$ cat src/rtl/alu8_pkg.sv
package alu8_pkg;
  parameter int ALU_W = 8;
  localparam int MSB    = ALU_W - 1;
  localparam int HALF_B = ALU_W / 2 - 1;

  typedef logic [ALU_W-1:0] word_t;

  localparam word_t SIGN_ONLY = {1'b1, {(ALU_W-1){1'b0}}};
  localparam word_t MAX_POS   = {1'b0, {(ALU_W-1){1'b1}}};

  typedef struct packed {
    logic t;
    logic h;
    logic s;
    logic v;
    logic n;
    logic z;
    logic c;
  } flags_t;

  typedef enum logic [4:0] {
    OP_ADD  = 5'd0,  OP_ADC = 5'd1,  OP_SUB = 5'd2,  OP_SBC = 5'd3,
    OP_CMP  = 5'd4,  OP_CPC = 5'd5,  OP_AND = 5'd6,  OP_OR  = 5'd7,
    OP_XOR  = 5'd8,  OP_COM = 5'd9,  OP_NEG = 5'd10, OP_INC = 5'd11,
    OP_DEC  = 5'd12, OP_LSR = 5'd13, OP_ASR = 5'd14, OP_ROR = 5'd15,
    OP_SWAP = 5'd16
  } op_e;

  function automatic word_t carry_vec(word_t d, word_t r, word_t res);
    return (d & r) | (r & ~res) | (~res & d);
  endfunction

  function automatic word_t borrow_vec(word_t d, word_t r, word_t res);
    return (~d & r) | (r & res) | (res & ~d);
  endfunction

  function automatic logic add_ovf(word_t d, word_t r, word_t res);
    word_t t;
    t = (d & r & ~res) | (~d & ~r & res);
    return t[MSB];
  endfunction

  function automatic logic sub_ovf(word_t d, word_t r, word_t res);
    word_t t;
    t = (d & ~r & ~res) | (~d & r & res);
    return t[MSB];
  endfunction

  function automatic logic is_arith(op_e op);
    return op inside {OP_ADD, OP_ADC, OP_SUB, OP_SBC, OP_CMP, OP_CPC,
                      OP_NEG, OP_INC, OP_DEC};
  endfunction

  function automatic logic is_logic(op_e op);
    return op inside {OP_AND, OP_OR, OP_XOR, OP_COM, OP_SWAP};
  endfunction

  function automatic logic is_shift(op_e op);
    return op inside {OP_LSR, OP_ASR, OP_ROR};
  endfunction

  function automatic logic is_compare(op_e op);
    return op inside {OP_CMP, OP_CPC};
  endfunction
endpackage

$ cat src/rtl/alu8_arith.sv
module alu8_arith
  import alu8_pkg::*;
(
  input  op_e    op,
  input  word_t  a,
  input  word_t  b,
  input  flags_t f_in,
  output word_t  res,
  output flags_t f_out
);
  word_t cvec;
  logic  cy_in;
  logic  chained;

  assign chained = (op == OP_SBC) || (op == OP_CPC);

  always_comb begin
    f_out = f_in;
    res   = a;
    cvec  = '0;
    cy_in = 1'b0;
    unique case (op)
      OP_ADD, OP_ADC: begin
        cy_in   = (op == OP_ADC) ? f_in.c : 1'b0;
        res     = a + b + word_t'(cy_in);
        cvec    = carry_vec(a, b, res);
        f_out.h = cvec[HALF_B];
        f_out.c = cvec[MSB];
        f_out.v = add_ovf(a, b, res);
        f_out.z = (res == '0);
      end
      OP_SUB, OP_SBC, OP_CMP, OP_CPC: begin
        cy_in   = chained ? f_in.c : 1'b0;
        res     = a - b - word_t'(cy_in);
        cvec    = borrow_vec(a, b, res);
        f_out.h = cvec[HALF_B];
        f_out.c = cvec[MSB];
        f_out.v = sub_ovf(a, b, res);
        f_out.z = chained ? (f_in.z & (res == '0)) : (res == '0);
      end
      OP_NEG: begin
        res     = '0 - a;
        cvec    = a | res;
        f_out.h = cvec[HALF_B];
        f_out.c = (res != '0);
        f_out.v = (res == SIGN_ONLY);
        f_out.z = (res == '0);
      end
      OP_INC: begin
        res     = a + word_t'(1);
        f_out.v = (res == SIGN_ONLY);
        f_out.z = (res == '0);
      end
      OP_DEC: begin
        res     = a - word_t'(1);
        f_out.v = (res == MAX_POS);
        f_out.z = (res == '0);
      end
      default: ;
    endcase
    if (is_arith(op)) begin
      f_out.n = res[MSB];
      f_out.s = f_out.n ^ f_out.v;
    end
  end
endmodule

$ cat src/rtl/alu8_logic.sv
module alu8_logic
  import alu8_pkg::*;
(
  input  op_e    op,
  input  word_t  a,
  input  word_t  b,
  input  flags_t f_in,
  output word_t  res,
  output flags_t f_out
);
  localparam int NIB = ALU_W / 2;

  always_comb begin
    f_out = f_in;
    res   = a;
    unique case (op)
      OP_AND: res = a & b;
      OP_OR:  res = a | b;
      OP_XOR: res = a ^ b;
      OP_COM: res = ~a;
      OP_SWAP: res = {a[NIB-1:0], a[ALU_W-1:NIB]};
      default: ;
    endcase
    if (op inside {OP_AND, OP_OR, OP_XOR, OP_COM}) begin
      f_out.v = 1'b0;
      f_out.n = res[MSB];
      f_out.z = (res == '0);
      f_out.s = res[MSB];
      if (op == OP_COM) f_out.c = 1'b1;
    end
  end
endmodule

$ cat src/rtl/alu8_shift.sv
module alu8_shift
  import alu8_pkg::*;
(
  input  op_e    op,
  input  word_t  a,
  input  flags_t f_in,
  output word_t  res,
  output flags_t f_out
);
  logic fill;

  always_comb begin
    unique case (op)
      OP_ASR:  fill = a[MSB];
      OP_ROR:  fill = f_in.c;
      default: fill = 1'b0;
    endcase
    res   = {fill, a[MSB:1]};
    f_out = f_in;
    if (is_shift(op)) begin
      f_out.c = a[0];
      f_out.n = res[MSB];
      f_out.v = res[MSB] ^ a[0];
      f_out.s = a[0];
      f_out.z = (res == '0);
    end
  end
endmodule

$ cat src/rtl/alu8_flagreg.sv
module alu8_flagreg
  import alu8_pkg::*;
(
  input  logic   clk,
  input  logic   rst_n,
  input  logic   load,
  input  flags_t d,
  output flags_t q
);
  always_ff @(posedge clk or negedge rst_n) begin
    if (!rst_n)    q <= '0;
    else if (load) q <= d;
  end


  idle_hold_chk: assert property (@(posedge clk) disable iff (!rst_n)
    !load |=> q == $past(q));


  t_hold_chk: assert property (@(posedge clk) disable iff (!rst_n)
    load |=> q.t == $past(q.t));


  sign_rel_chk: assert property (@(posedge clk) disable iff (!rst_n)
    q.s == (q.n ^ q.v));
endmodule

$ cat src/rtl/alu8_status.sv
module alu8_status
  import alu8_pkg::*;
(
  input  logic                 clk,
  input  logic                 rst_n,
  input  logic                 exec_i,
  input  logic [4:0]           op_i,
  input  logic [ALU_W-1:0]     a_i,
  input  logic [ALU_W-1:0]     b_i,
  output logic [ALU_W-1:0]     res_o,
  output logic                 wr_en_o,
  output logic [6:0]           flags_o
);
  op_e    op;
  flags_t flags_q;
  flags_t f_ar, f_lg, f_sh, f_nxt;
  word_t  r_ar, r_lg, r_sh;
  logic   op_known;
  logic   cmp_event;

  assign op        = op_e'(op_i);
  assign op_known  = is_arith(op) || is_logic(op) || is_shift(op);
  assign cmp_event = exec_i && is_compare(op);

  alu8_arith u_arith (.op(op), .a(a_i), .b(b_i), .f_in(flags_q),
                      .res(r_ar), .f_out(f_ar));
  alu8_logic u_logic (.op(op), .a(a_i), .b(b_i), .f_in(flags_q),
                      .res(r_lg), .f_out(f_lg));
  alu8_shift u_shift (.op(op), .a(a_i), .f_in(flags_q),
                      .res(r_sh), .f_out(f_sh));

  always_comb begin
    if (is_arith(op)) begin
      res_o = r_ar;  f_nxt = f_ar;
    end else if (is_logic(op)) begin
      res_o = r_lg;  f_nxt = f_lg;
    end else if (is_shift(op)) begin
      res_o = r_sh;  f_nxt = f_sh;
    end else begin
      res_o = a_i;   f_nxt = flags_q;
    end
  end

  assign wr_en_o = exec_i && op_known && !is_compare(op);

  alu8_flagreg u_flags (.clk(clk), .rst_n(rst_n), .load(exec_i),
                        .d(f_nxt), .q(flags_q));

  assign flags_o = flags_q;


  cmp_nowrite_chk: assert property (@(posedge clk) disable iff (!rst_n)
    cmp_event |-> !wr_en_o);


  chain_z_chk: assert property (@(posedge clk) disable iff (!rst_n)
    exec_i && (op == OP_SBC || op == OP_CPC) && !flags_q.z |=> !flags_q.z);


  swap_hold_chk: assert property (@(posedge clk) disable iff (!rst_n)
    exec_i && op == OP_SWAP |=> flags_q == $past(flags_q));


  com_c_chk: assert property (@(posedge clk) disable iff (!rst_n)
    exec_i && op == OP_COM |=> flags_q.c && !flags_q.v);


  unknown_hold_chk: assert property (@(posedge clk) disable iff (!rst_n)
    exec_i && !op_known |=> flags_q == $past(flags_q));
endmodule

$ cat config.mk
export PLATFORM = sky130hd
export DESIGN_NAME = alu8_status
export DESIGN_NICKNAME = d
export VERILOG_FILES = /design/src/rtl/alu8_pkg.sv /design/src/rtl/alu8_arith.sv /design/src/rtl/alu8_logic.sv /design/src/rtl/alu8_shift.sv /design/src/rtl/alu8_flagreg.sv /design/src/rtl/alu8_status.sv
export SDC_FILE = /design/constraint.sdc
export NUM_CORES = 1
export LEC_CHECK = 0
export ABC_AREA = 1
export BUFFER_PORTS_ARGS = -buffer_cell sky130_fd_sc_hd__buf_2
export CORE_AREA = 10 10 100 102
export DETAILED_ROUTE_END_ITERATION = 10
export DIE_AREA = 0 0 110 112
export GPL_TIMING_DRIVEN = 0
export PLACE_DENSITY = 0.55
export SETUP_SLACK_MARGIN = 0.1
export SYNTH_ARGS = -nofsm -noshare
export SYNTH_HDL_FRONTEND = slang
export SYNTH_SLANG_ARGS = --single-unit
$ cat constraint.sdc
create_clock -name clk -period 4.9 [get_ports clk]
set_clock_uncertainty 0.05 [all_clocks]
set_input_delay 0.98 -clock clk [delete_from_list [all_inputs] [get_ports clk]]
set_output_delay 0.98 -clock clk [all_outputs]
set_load 0.01 [all_outputs]
---- Yosys cells after proc, flatten, opt, wreduce, memory -nomap -nowiden ----
Index checks and enable logic that the tools add are counted.
W data, S select, Z words.
operators by class
  $add $sub $neg .......................... 7
  equality and inequality tests ........... 23
  muxes and demuxes ....................... 18
  bitwise gates (word level) .............. 28
  reductions and logical operators ........ 28
operators by type and width
  cell                   number
  $and A8 B8 Y8          12
  $pmux W8 S5            2
  $logic_not A8 Y1       7
  $or A8 B8 Y8           7
  $eq A5 B4 Y1 const B   8
  $not A8 Y8             4
  $mux W8                3
  $eq A5 B3 Y1 const B   4
  $eq A8 B8 Y1 const B   2
  $mux W5                3
  $eq A5 B2 Y1 const B   2
  $pmux W1 S5            2
  $reduce_bool A3 Y1     3
  $reduce_bool A9 Y1     1
  $add A8 B1 Y8          1
  $add A8 B1 Y8 const B  1
  $add A8 B8 Y8          1
  $eq A8 B7 Y1 const B   1
  $reduce_bool A8 Y1     1
  $sub A1 B8 Y8 const A  1
  $sub A8 B1 Y8          1
  $sub A8 B1 Y8 const B  1
  $sub A8 B8 Y8          1
  $xor A8 B8 Y8          1
  25 further kinds       34
storage, ports and cells
  register bits after elaboration ......... 6
  bits of input ports ..................... 24
  word-level logic and storage cells ...... 110

---- Depth between registers and ports, before layout ----
  depth after elaboration ................. 10
  gate-level depth with buffers ........... 23

---- Cells and area by module ----
A second synthesis with hierarchy kept.
unflattened totals
  cells, all modules ...................... 823
  area, all modules ....................... 4459.3 µm²
by module, submodules not included
  module        times used  cells each  area an instance (µm²)  sequential area each (µm²)
  alu8_arith    1           387         2202.1                  0.0
  alu8_logic    1           188         1009.7                  0.0
  alu8_status   1           172         750.7                   0.0
  alu8_flagreg  1           30          269.0                   175.2
  alu8_shift    1           46          227.7                   0.0

---- Worst setup path before layout ----
OpenSTA, ideal clock, no wires.
  path type ............................... input to output
  start ................................... input port a_i[2]
  end ..................................... output port res_o[7]
  arrival ................................. 3186 ps
  data required time ...................... 3870 ps
  path slack .............................. 684 ps
  stages on the path ...................... 16
  cell sequence ........................... buf_2 inv_1 ha_1 buf_2 a21o_1 nand2_1 nand3_1 a21oi_1 o21bai_1 fa_1 nand2_1 nand2_1 nor2_1 nand3_1 inv_1 o21ai_0
between the ends
  cells in the longest elaborated chain, start to end .. 4
  elaborated cells on any way between the ends .. 9
  classes of those cells .................. add/sub (7); mux (2)
RTL lines
  element                                         RTL line                            source
  start, declared                                 alu8_status.sv:8                    input logic [ALU_W-1:0] a_i,
  $sub A8 B8 Y8 or $add A8 B8 Y8 (tied branches)  alu8_arith.sv:34, alu8_arith.sv:25
  $sub A8 B1 Y8 or $add A8 B1 Y8 (tied branches)  alu8_arith.sv:34, alu8_arith.sv:25
  $pmux W8 S5 *                                   alu8_arith.sv:22                    unique case (op)
  $mux W8 *                                       alu8_status.sv:33                   if (is_arith(op)) begin
  end, declared                                   alu8_status.sv:10                   output logic [ALU_W-1:0] res_o,
Every way passes the cells marked *; elsewhere a longest branch is shown, timed or not.

---- Worst setup path in the final report ----
Ends and elaborated chain as after synthesis.

==> out/metrics.cfg <==
[setup_path]
cp.arrival_ns=3.63
cp_top_family=adder cells
cp_data_required_time_ns=3.87
cpMostUsedCell=nand2_1
critical_path_buf_inv_count=6
path_max_fanout=10
reg2reg_slack_ns=1.57
reg2regPathDepth=18
cp-start-kind=primary input
slowest_delay_ns=0.57
critical-path-slowest-cell=fa_1
crit_type=primary input to primary output
cp-end-kind=primary output
path_cells=buf_2 > buf_8 > clkinvlp_4 > ha_1 > buf_4 > a21o_1 > nand2_1 > nand3_2 > a21oi_2 > o21bai_2 > fa_1 > nand2_1 > nand2_1 > nor2_1 > nand3_1 > inv_2 > o21ai_0 > buf_2
r2r-end=u_flags.q[1]
r2r_start=u_flags.q[0]

[min_path]
hold_class=flop to flop
hold_path_depth=2
min_to=u_flags.q[3]
min_from=u_flags.q[3]

[layout]
final_cell_mix=nand2_1, inv_1, nor2_1
areaGrowthSynthToFinish_pct=19.86
diodes=0
fin_area_um2=3760
nets=695
utilization_pct=46.70
largest_register_ffs=6
drive_above_1_share_pct=17.44
final_common_cell=nand2_1
top_register=u_flags.q
reg_top3=u_flags.q x6

[route]
drc=0
dr.pass1.iters=5
postRouteAntennaNets=0
drtIter0Drc=376
wl_per_cell_um=18.01
wl_mm=13.15
vias_per_cell=5.490
num_vias=4008

[yosys]
synth_seq_cells=6
syn_nets=637
netlist_area_um2=3137
synth.avg_cell_area_um2=5.513
synth_cell_types=46
yosysSeqAreaShare_pct=4.787
ys_warn_count=0
syn_inst=569
ys.flop_type=dfrtp_1
synth_edf_count=0
async_flop_share_pct=100.0

[clock_tree]
root_buffer=clkbuf_8
cts-hold-fix-buffers=0
cts_htree_levels=1
cts.sinks=6
cts_tree=built
cts_buffer_depth=2
clk_pin_slew_ns=0.04
clock_latency_ns=0.22
numCtsBuffers=3

[power]
p_per_area_nw_per_um2=145.3
leakagePower_uw=0.002050
ir_worst_vdd_v=0.00006137

[global_routing]
first_global_vias=3670
antenna_found_initial=0
grt.overflow.total=0
grt_usage_pct=20.76
grt_max_degree=12
grt_pass1_wl_mm=20.29

[floorplanning]
io_pins=40
die_x_um=110
fp-row-count=33
die_area_um2=12320
core_area_um2=8051
die_h_um=112
start_util_pct=38.96

[placed_design]
gp_congestion=0.9800
io_buffers=37
hpwl_mm=10.59
placed_cell_area_um2=3453

[timing]
final.min_clock_period_ns=4.665
relSlewSlack_pct=55.04
hold_slack_ns=0.4560
rsz0062_at_grt=true
hold_viol=0
worst_pin_slew_ns=0.6719
fmax_mhz=214.4
finalSetupViolCount=0
period_share_pct=95.20
drv_slew=0

[run]
maxCapViolCount=0

[status]
outcome=complete, no violations

## stage by stage
stage                     power (uW)  setup TNS [ns]  worst slack [ns]  instances
after CTS                      515.5               0           0.04895        716
after floorplan                304.1               0            0.6838        569
after global routing           597.7               0          0.004917        730
after global placement         431.1         -0.2291           -0.1820        711
final                          546.5               0            0.2353        730
after detailed placement       433.9         -0.2315           -0.2017        711
## tightest hold or removal path: stages, from the launching register on
cell and delay (ns):
dfrtp_1 0.34, o22ai_1 0.08, inv_1 0.05
## layer usage
layer | track usage [%] | vias to the layer above | part of all wire, %
met5 | 0 | - | 0
met4 | 4.948 | 0 | 1.5
met3 | 2.249 | 20 | 8.4
met2 | 32.66 | 180 | 46
met1 | 29.13 | 1844 | 45
li1 | - | 1964 | -
## layout make-up
cell class / instances / area (um^2)
Clock buffer: 3 / 41.29
Timing Repair Buffer: 55 / 322.8
Inverter: 85 / 340.3
Buffer: 12 / 115.1
Tap cell: 105 / 131.4
Fill cell: 913 / 4292
Multi-Input combinational cell: 464 / 2659
Sequential cell: 6 / 150.1
## repair_timing
item | CTS | global route
endpoints found under the setup margin | 2 | 5
gates resized for setup | 11 | 32
setup buffers | 3 | 15
pin swaps | 0 | 5
## where the power goes
part	internal [uW]	switching, uW
clock network	52.8	21.9
logic	146	258
registers	59.8	7.34
## synthesized netlist by cell type, types with 2 or more instances
cell type	number	area share (%)
xor2_1	6	1.7
a21oi_1	11	1.8
a31oi_1	4	0.80
nand3_1	47	7.5
nand2_1	187	22
xnor2_1	3	0.84
fa_1	6	3.8
nor2_2	4	0.80
clkinv_1	2	0.24
nand3b_1	7	1.7
o2111ai_1	3	0.84
o22ai_1	6	1.2
nor2_4	2	0.72
buf_2	8	1.3
inv_2	3	0.36
nand2_2	3	0.60
dfrtp_1	6	4.8
nor2_1	67	8.0
ha_1	38	15
clkbuf_1	3	0.36
o21ai_0	13	2.1
or2_2	2	0.40
nor3_1	5	0.80
nand4_1	26	5.2
buf_4	2	0.48
o21bai_1	2	0.48
a221oi_1	3	0.84
o211ai_1	3	0.72
inv_1	80	9.6
## worst max path at each step
| stage | start | endpoint | slack, ns | cells after the start |
|---|---|---|---|---|
| 4_1_cts | a_i[6] | res_o[7] | 0.05 | 14 |
| 6_report | a_i[2] | res_o[7] | 0.24 | 18 |
| 3_3_place_gp | a_i[3] | res_o[7] | -0.18 | 18 |
| 3_5_place_dp | a_i[3] | res_o[7] | -0.20 | 18 |
| 2_1_floorplan | a_i[2] | res_o[7] | 0.68 | 16 |
| 5_1_grt | op_i[2] | res_o[7] | 0.005 | 17 |
## logic make-up after synthesis
logic type | synth area share, %
AO/OA/AOI/OAI | 11.45
buffers and inverters | 12.64
adder cells (fa/ha/maj) | 18.99
XOR/XNOR | 2.513
flip-flops | 4.786
other | 0.1196
multiplexers | 0.3590
AND/OR/NAND/NOR | 49.14
Power figures use the tool's default switching activity.
